`src/rtl/pirq_router_pkg.sv`:
```
package pirq_router_pkg;
  localparam int ROUTE_W   = 8;
  localparam int LINE_W    = 5;
  localparam int DIS_BIT   = 7;
  localparam int SEL_W     = 3;
  localparam logic [ROUTE_W-1:0] ROUTE_RESET = 8'h80;
  localparam logic [SEL_W-1:0]   SEL_RESET   = 3'd0;

  // sparse select decode: returns target line and a valid flag
  function automatic logic [LINE_W:0] sci_target(input logic [SEL_W-1:0] sel);
    case (sel)
      3'd0:    sci_target = {1'b1, 5'd9};
      3'd1:    sci_target = {1'b1, 5'd10};
      3'd2:    sci_target = {1'b1, 5'd11};
      3'd4:    sci_target = {1'b1, 5'd20};
      3'd5:    sci_target = {1'b1, 5'd21};
      default: sci_target = '0;
    endcase
  endfunction
endpackage

```
`src/rtl/pirq_route_regs.sv`:
```
module pirq_route_regs
  import pirq_router_pkg::*;
#(
  parameter int N_PIRQ = 8,
  parameter int ADDR_W = 4
) (
  input  logic                        clk,
  input  logic                        rst,
  input  logic                        wr_en,
  input  logic [ADDR_W-1:0]           wr_addr,
  input  logic [ROUTE_W-1:0]          wr_data,
  input  logic [ADDR_W-1:0]           rd_addr,
  output logic [ROUTE_W-1:0]          rd_data,
  output logic [N_PIRQ*ROUTE_W-1:0]   routes_o,
  output logic [SEL_W-1:0]            sci_sel_o,
  output logic                        changed_o
);
  localparam logic [ADDR_W-1:0] SEL_ADDR = ADDR_W'(N_PIRQ);
  localparam logic [ROUTE_W-1:0] ROUTE_MASK =
    ROUTE_W'((1 << DIS_BIT) | ((1 << LINE_W) - 1));

  logic [ROUTE_W-1:0] route_q [N_PIRQ];
  logic [SEL_W-1:0]   sel_q;

  genvar g;
  generate
    for (g = 0; g < N_PIRQ; g++) begin : g_route
      always_ff @(posedge clk) begin
        if (rst)
          route_q[g] <= ROUTE_RESET;
        else if (wr_en && wr_addr == ADDR_W'(g))
          route_q[g] <= wr_data & ROUTE_MASK;
      end
      assign routes_o[g*ROUTE_W +: ROUTE_W] = route_q[g];
    end
  endgenerate

  always_ff @(posedge clk) begin
    if (rst) begin
      sel_q     <= SEL_RESET;
      changed_o <= 1'b0;
    end else begin
      if (wr_en && wr_addr == SEL_ADDR)
        sel_q <= wr_data[SEL_W-1:0];
      changed_o <= wr_en && (wr_addr < SEL_ADDR);
    end
  end

  assign sci_sel_o = sel_q;

  always_comb begin
    rd_data = '0;
    for (int i = 0; i < N_PIRQ; i++)
      if (rd_addr == ADDR_W'(i)) rd_data = route_q[i];
    if (rd_addr == SEL_ADDR) rd_data = ROUTE_W'(sel_q);
  end
endmodule

```
`src/rtl/pirq_legacy_or.sv`:
```
module pirq_legacy_or
  import pirq_router_pkg::*;
#(
  parameter int N_PIRQ   = 8,
  parameter int N_LEGACY = 16
) (
  input  logic [N_PIRQ*ROUTE_W-1:0] routes,
  input  logic [N_PIRQ-1:0]         pirq,
  output logic [N_LEGACY-1:0]       legacy
);
  genvar l;
  generate
    for (l = 0; l < N_LEGACY; l++) begin : g_line
      always_comb begin
        legacy[l] = 1'b0;
        for (int p = 0; p < N_PIRQ; p++)
          if (pirq[p] && !routes[p*ROUTE_W + DIS_BIT] &&
              routes[p*ROUTE_W +: LINE_W] == LINE_W'(l))
            legacy[l] = 1'b1;
      end
    end
  endgenerate
endmodule

```
`src/rtl/pirq_sci_merge.sv`:
```
module pirq_sci_merge
  import pirq_router_pkg::*;
#(
  parameter int GSI_W = 24
) (
  input  logic [SEL_W-1:0] sel,
  input  logic             level,
  output logic [GSI_W-1:0] sci_vec
);
  logic [LINE_W:0] tgt;
  assign tgt = sci_target(sel);

  always_comb begin
    sci_vec = '0;
    for (int k = 0; k < GSI_W; k++)
      if (tgt[LINE_W] && tgt[LINE_W-1:0] == LINE_W'(k))
        sci_vec[k] = level;
  end
endmodule

```
`src/rtl/pirq_router.sv`:
```
module pirq_router
  import pirq_router_pkg::*;
#(
  parameter int N_PIRQ   = 8,
  parameter int N_LEGACY = 16,
  parameter int ADDR_W   = 4,
  localparam int GSI_W   = N_LEGACY + N_PIRQ
) (
  input  logic               clk,
  input  logic               rst,
  input  logic               wr_en,
  input  logic [ADDR_W-1:0]  wr_addr,
  input  logic [7:0]         wr_data,
  input  logic [ADDR_W-1:0]  rd_addr,
  output logic [7:0]         rd_data,
  input  logic [N_PIRQ-1:0]  pirq_i,
  input  logic               sci_i,
  output logic [GSI_W-1:0]   gsi_o,
  output logic               route_changed_o
);
  logic [N_PIRQ*ROUTE_W-1:0] routes;
  logic [SEL_W-1:0]          sci_sel;
  logic [N_LEGACY-1:0]       legacy;
  logic [GSI_W-1:0]          sci_vec;
  logic                      sci_q;

  pirq_route_regs #(.N_PIRQ(N_PIRQ), .ADDR_W(ADDR_W)) u_regs (
    .clk(clk), .rst(rst), .wr_en(wr_en), .wr_addr(wr_addr), .wr_data(wr_data),
    .rd_addr(rd_addr), .rd_data(rd_data), .routes_o(routes),
    .sci_sel_o(sci_sel), .changed_o(route_changed_o)
  );

  pirq_legacy_or #(.N_PIRQ(N_PIRQ), .N_LEGACY(N_LEGACY)) u_legacy (
    .routes(routes), .pirq(pirq_i), .legacy(legacy)
  );

  pirq_sci_merge #(.GSI_W(GSI_W)) u_sci (
    .sel(sci_sel), .level(sci_q), .sci_vec(sci_vec)
  );

  // stored SCI level: reloading an equal value leaves outputs untouched
  always_ff @(posedge clk) begin
    if (rst) begin
      sci_q <= 1'b0;
      gsi_o <= '0;
    end else begin
      sci_q <= sci_i;
      gsi_o <= {pirq_i, legacy} | sci_vec;
    end
  end
endmodule

```
`config.mk`:
```
export PLATFORM = sky130hd
export DESIGN_NAME = pirq_router
export DESIGN_NICKNAME = d
export VERILOG_FILES = /design/src/rtl/pirq_router_pkg.sv /design/src/rtl/pirq_route_regs.sv /design/src/rtl/pirq_legacy_or.sv /design/src/rtl/pirq_sci_merge.sv /design/src/rtl/pirq_router.sv
export SDC_FILE = /design/constraint.sdc
export NUM_CORES = 1
export LEC_CHECK = 0
export BUFFER_PORTS_ARGS = -buffer_cell sky130_fd_sc_hd__buf_4
export CAP_MARGIN = 10
export CORE_MARGIN = 2
export CORE_UTILIZATION = 50
export CTS_CLUSTER_DIAMETER = 50
export DETAILED_ROUTE_END_ITERATION = 6
export PLACE_DENSITY = 0.72
export SETUP_SLACK_MARGIN = 0.15
export SLEW_MARGIN = 15
export SYNTH_ARGS = -nofsm -noshare
export SYNTH_HDL_FRONTEND = slang
export SYNTH_SLANG_ARGS = --single-unit
```
`constraint.sdc`:
```
create_clock -name clk -period 2.9 [get_ports clk]
set_clock_uncertainty 0.15 [all_clocks]
set_input_delay 0.58 -clock clk [delete_from_list [all_inputs] [get_ports clk]]
set_output_delay 0.58 -clock clk [all_outputs]
set_load 0.03 [all_outputs]
```
==> results.ini <==
[status]
status = finished, final reports clean

[clocking]
cts.clk_slew.worst_paths_ns = 0.09
numCtsBuffers = 9
clockBufferDepth = 2
ctsHoldBuffers = 0
cts.sinks = 77
cts_tree = yes
root_buffer = clkbuf_8
htree_num_levels = 3
insertion_delay_ns = 0.37

[timing]
final_max_slew_viol_count = 0
postLayoutSetupSlackWorst_ns = 0.218
rsz0062_at_grt = no
max_slew_margin_pct = 33.0
setup_viol = 0
worst_pin_slew_ns = 0.980
tns_ns = 0
period_minus_slack_ns = 2.68
timing.fmax_mhz = 373
hold_viol_final = 0
period_share_pct = 92.5

[worst_setup_path]
worst_ep_required_time_ns = 2.17
endpoint_kind = output port
cp_slowest_cell = mux4_2
rrSetupSlack_ns = 0.70
reg2reg_depth = 4
path_buf_inv = 1
crit_family = multiplexers
critPathMaxFanout = 8
r2r_end = gsi_o[1]
critPathLaunchType = flip-flop
crit_chain = mux4_2 -> mux2i_1 -> o221ai_1 -> buf_4
reg2reg_from = u_regs.route_q[1][18]
slowest_delay_ns = 0.56
critPathKind = flip-flop to output port
worst-path-stages = 4
cp.arrival_ns = 1.95

[route]
routed_via_density = 6.58
vias = 4135
drcViolationCount = 0
postRouteAntennaNets = 0
drt-total-wl_mm = 14.5
wl_per_cell_microns = 23.1
drt_iter0_drc = 348
drt-pass1-iter-count = 5

[global_route]
grt_pass1_wl_mm = 22.4
grt_antenna_before_repair = 0
grt_overflow = 0
grt_pass1_vias = 3957
grt_max_degree = 31
track_usage_pct = 30.2

[power]
p_sw_uw = 767
cellInternalPower_uw = 1680
p_sw_share_pct = 31.3
combPwrFrac_pct = 15.3
p_leak_uw = 0.00177
peakVddDrop_uv = 290
power_density_nw_per_um2 = 467
clkPwrFrac_pct = 31.9
pwr-share-seq_pct = 52.8
total_power_uw = 2450

[layout]
final_area_sq_um = 5240
fillers = 768
antennaDiodeCount = 0
drive_gt1_share_pct = 19.4
seqCellArea_sq_um = 2020
finalNetCount = 543
syn_to_final_growth_pct = 14.2
multi_input_comb_area_sq_um = 2380

[floorplanning]
ios = 61
start_util_pct = 52.1
rows = 34
die_w_microns = 99.8
coreArea_sq_um = 8810
dieArea_sq_um = 9960
die_height_microns = 99.8

[logic_synthesis]
synthArstFlopShare_pct = 0
ys_ff_latch = 77
synthFlopType = edfxtp_1
synth_top_area_share_pct = 31.4
yosysSeqAreaShare_pct = 44.0
synth_area_sq_um = 4590
yosys.area.top_type = edfxtp_1
syn_area_per_cell_sq_um = 9.79
ys_warn_count = 0
yosys-top-cells-area = edfxtp_1 (31%), dfxtp_1 (13%), and2_1 (5.5%)
netlist_instances = 469
synth_cell_types = 51
synth_edf_count = 48

[worst_hold_path]
hp-start = wr_addr[3]
hold_end = u_regs.changed_o
hold_depth = 2
hold_path.class = input pin to flip-flop

[place]
place_area_sq_um = 5050
port-buffer-count = 56
hpwl_mm = 11.2
dp_slack_ns = 0.197
globalplace.congestion = 1.01

[run]
maxCapViolations = 0

==> state kept, by name, summed over array words and instances, names as in the netlist <==
register          cells
u_regs.route_q       48
gsi_o                24
u_regs.sci_sel_o      3
sci_q                 1
u_regs.changed_o      1
==> cell usage after synthesis, types with 10 or more instances <==
library cell,n
nor2_1,47
mux2i_1,11
nor4_1,25
and2_1,40
a31oi_1,21
nand3b_1,10
a22oi_1,13
nand2_1,14
nor2b_1,17
edfxtp_1,48
buf_2,13
nor3_1,33
nand2b_1,22
dfxtp_1,29
==> worst max path at each step <==
stage                                startpoint          to  slack (ns)
after global routing      u_regs.route_q[0][12]  rd_data[0]        0.17
after detailed placement             rd_addr[0]  rd_data[1]        0.20
after CTS                 u_regs.route_q[0][13]  rd_data[1]        0.19
final                     u_regs.route_q[0][12]  rd_data[0]        0.22
after global placement               rd_addr[0]  rd_data[2]        0.23
after floorplan                      rd_addr[0]  rd_data[2]        0.28
==> stage by stage <==
step | hold slack (ns) | util (%) | instances
after floorplan | 0.361 | - | 470
after global placement | 0.429 | 57.4 | 611
after detailed placement | 0.439 | 57.4 | 611
after CTS | 0.247 | 59.4 | 627
after global routing | 0.266 | 59.5 | 628
final | 0.260 | 59.5 | 628
==> logic make-up after synthesis <==
| family | synth area share, % |
|---|---|
| AO/OA/AOI/OAI | 13.5 |
| other | 0.0817 |
| AND/OR/NAND/NOR | 32.4 |
| flip-flops | 44.0 |
| multiplexers | 5.83 |
| buffers and inverters | 4.09 |
==> metal layers <==
metal  global-route usage (%)  up-vias  wire (microns)
met3                     4.39       53            1120
met4                     17.6        0             843
met5                        0        -               0
li1                         -     1884               -
met1                     37.7     1926            5640
met2                     50.3      272            6920
==> area by class of cell <==
| cell class | instances | share of cell area (%) |
|---|---|---|
| Tap cell | 108 | 2.58 |
| Inverter | 4 | 0.286 |
| Multi-Input combinational cell | 356 | 45.5 |
| Clock inverter | 7 | 1.07 |
| Sequential cell | 77 | 38.6 |
| Timing Repair Buffer | 67 | 9.66 |
| Clock buffer | 9 | 2.36 |
==> power groups by stage <==
stage                     combinational [uW]  clock, uW  sequential [uW]
after global placement                   365          0             1310
after detailed placement                 366          0             1320
after global routing                     401        828             1300
after CTS                                367        791             1290
final                                    375        782             1290
after floorplan                          230          0             1300
==> cell usage in the layout (no fill, tap or decap), drive strengths merged, types with 8 or more instances in the layout <==
master / n
clkbuf: 9
a31oi: 21
nor4: 27
and2: 40
nor2: 47
a32oi: 9
nor2b: 17
nand3b: 10
nand2: 14
edfxtp: 48
nor3: 38
buf: 67
nand2b: 22
a22oi: 13
dfxtp: 29
or3b: 8
mux2i: 11
==> timing repair <==
action | 4_1_cts | 5_1_grt
endpoints found under the hold margin | 0 | 0
setup buffers | 0 | 1
setup endpoints to repair | 0 | 2
gates resized for setup | 0 | 1
No activity file was read; power rests on OpenSTA's default activity.
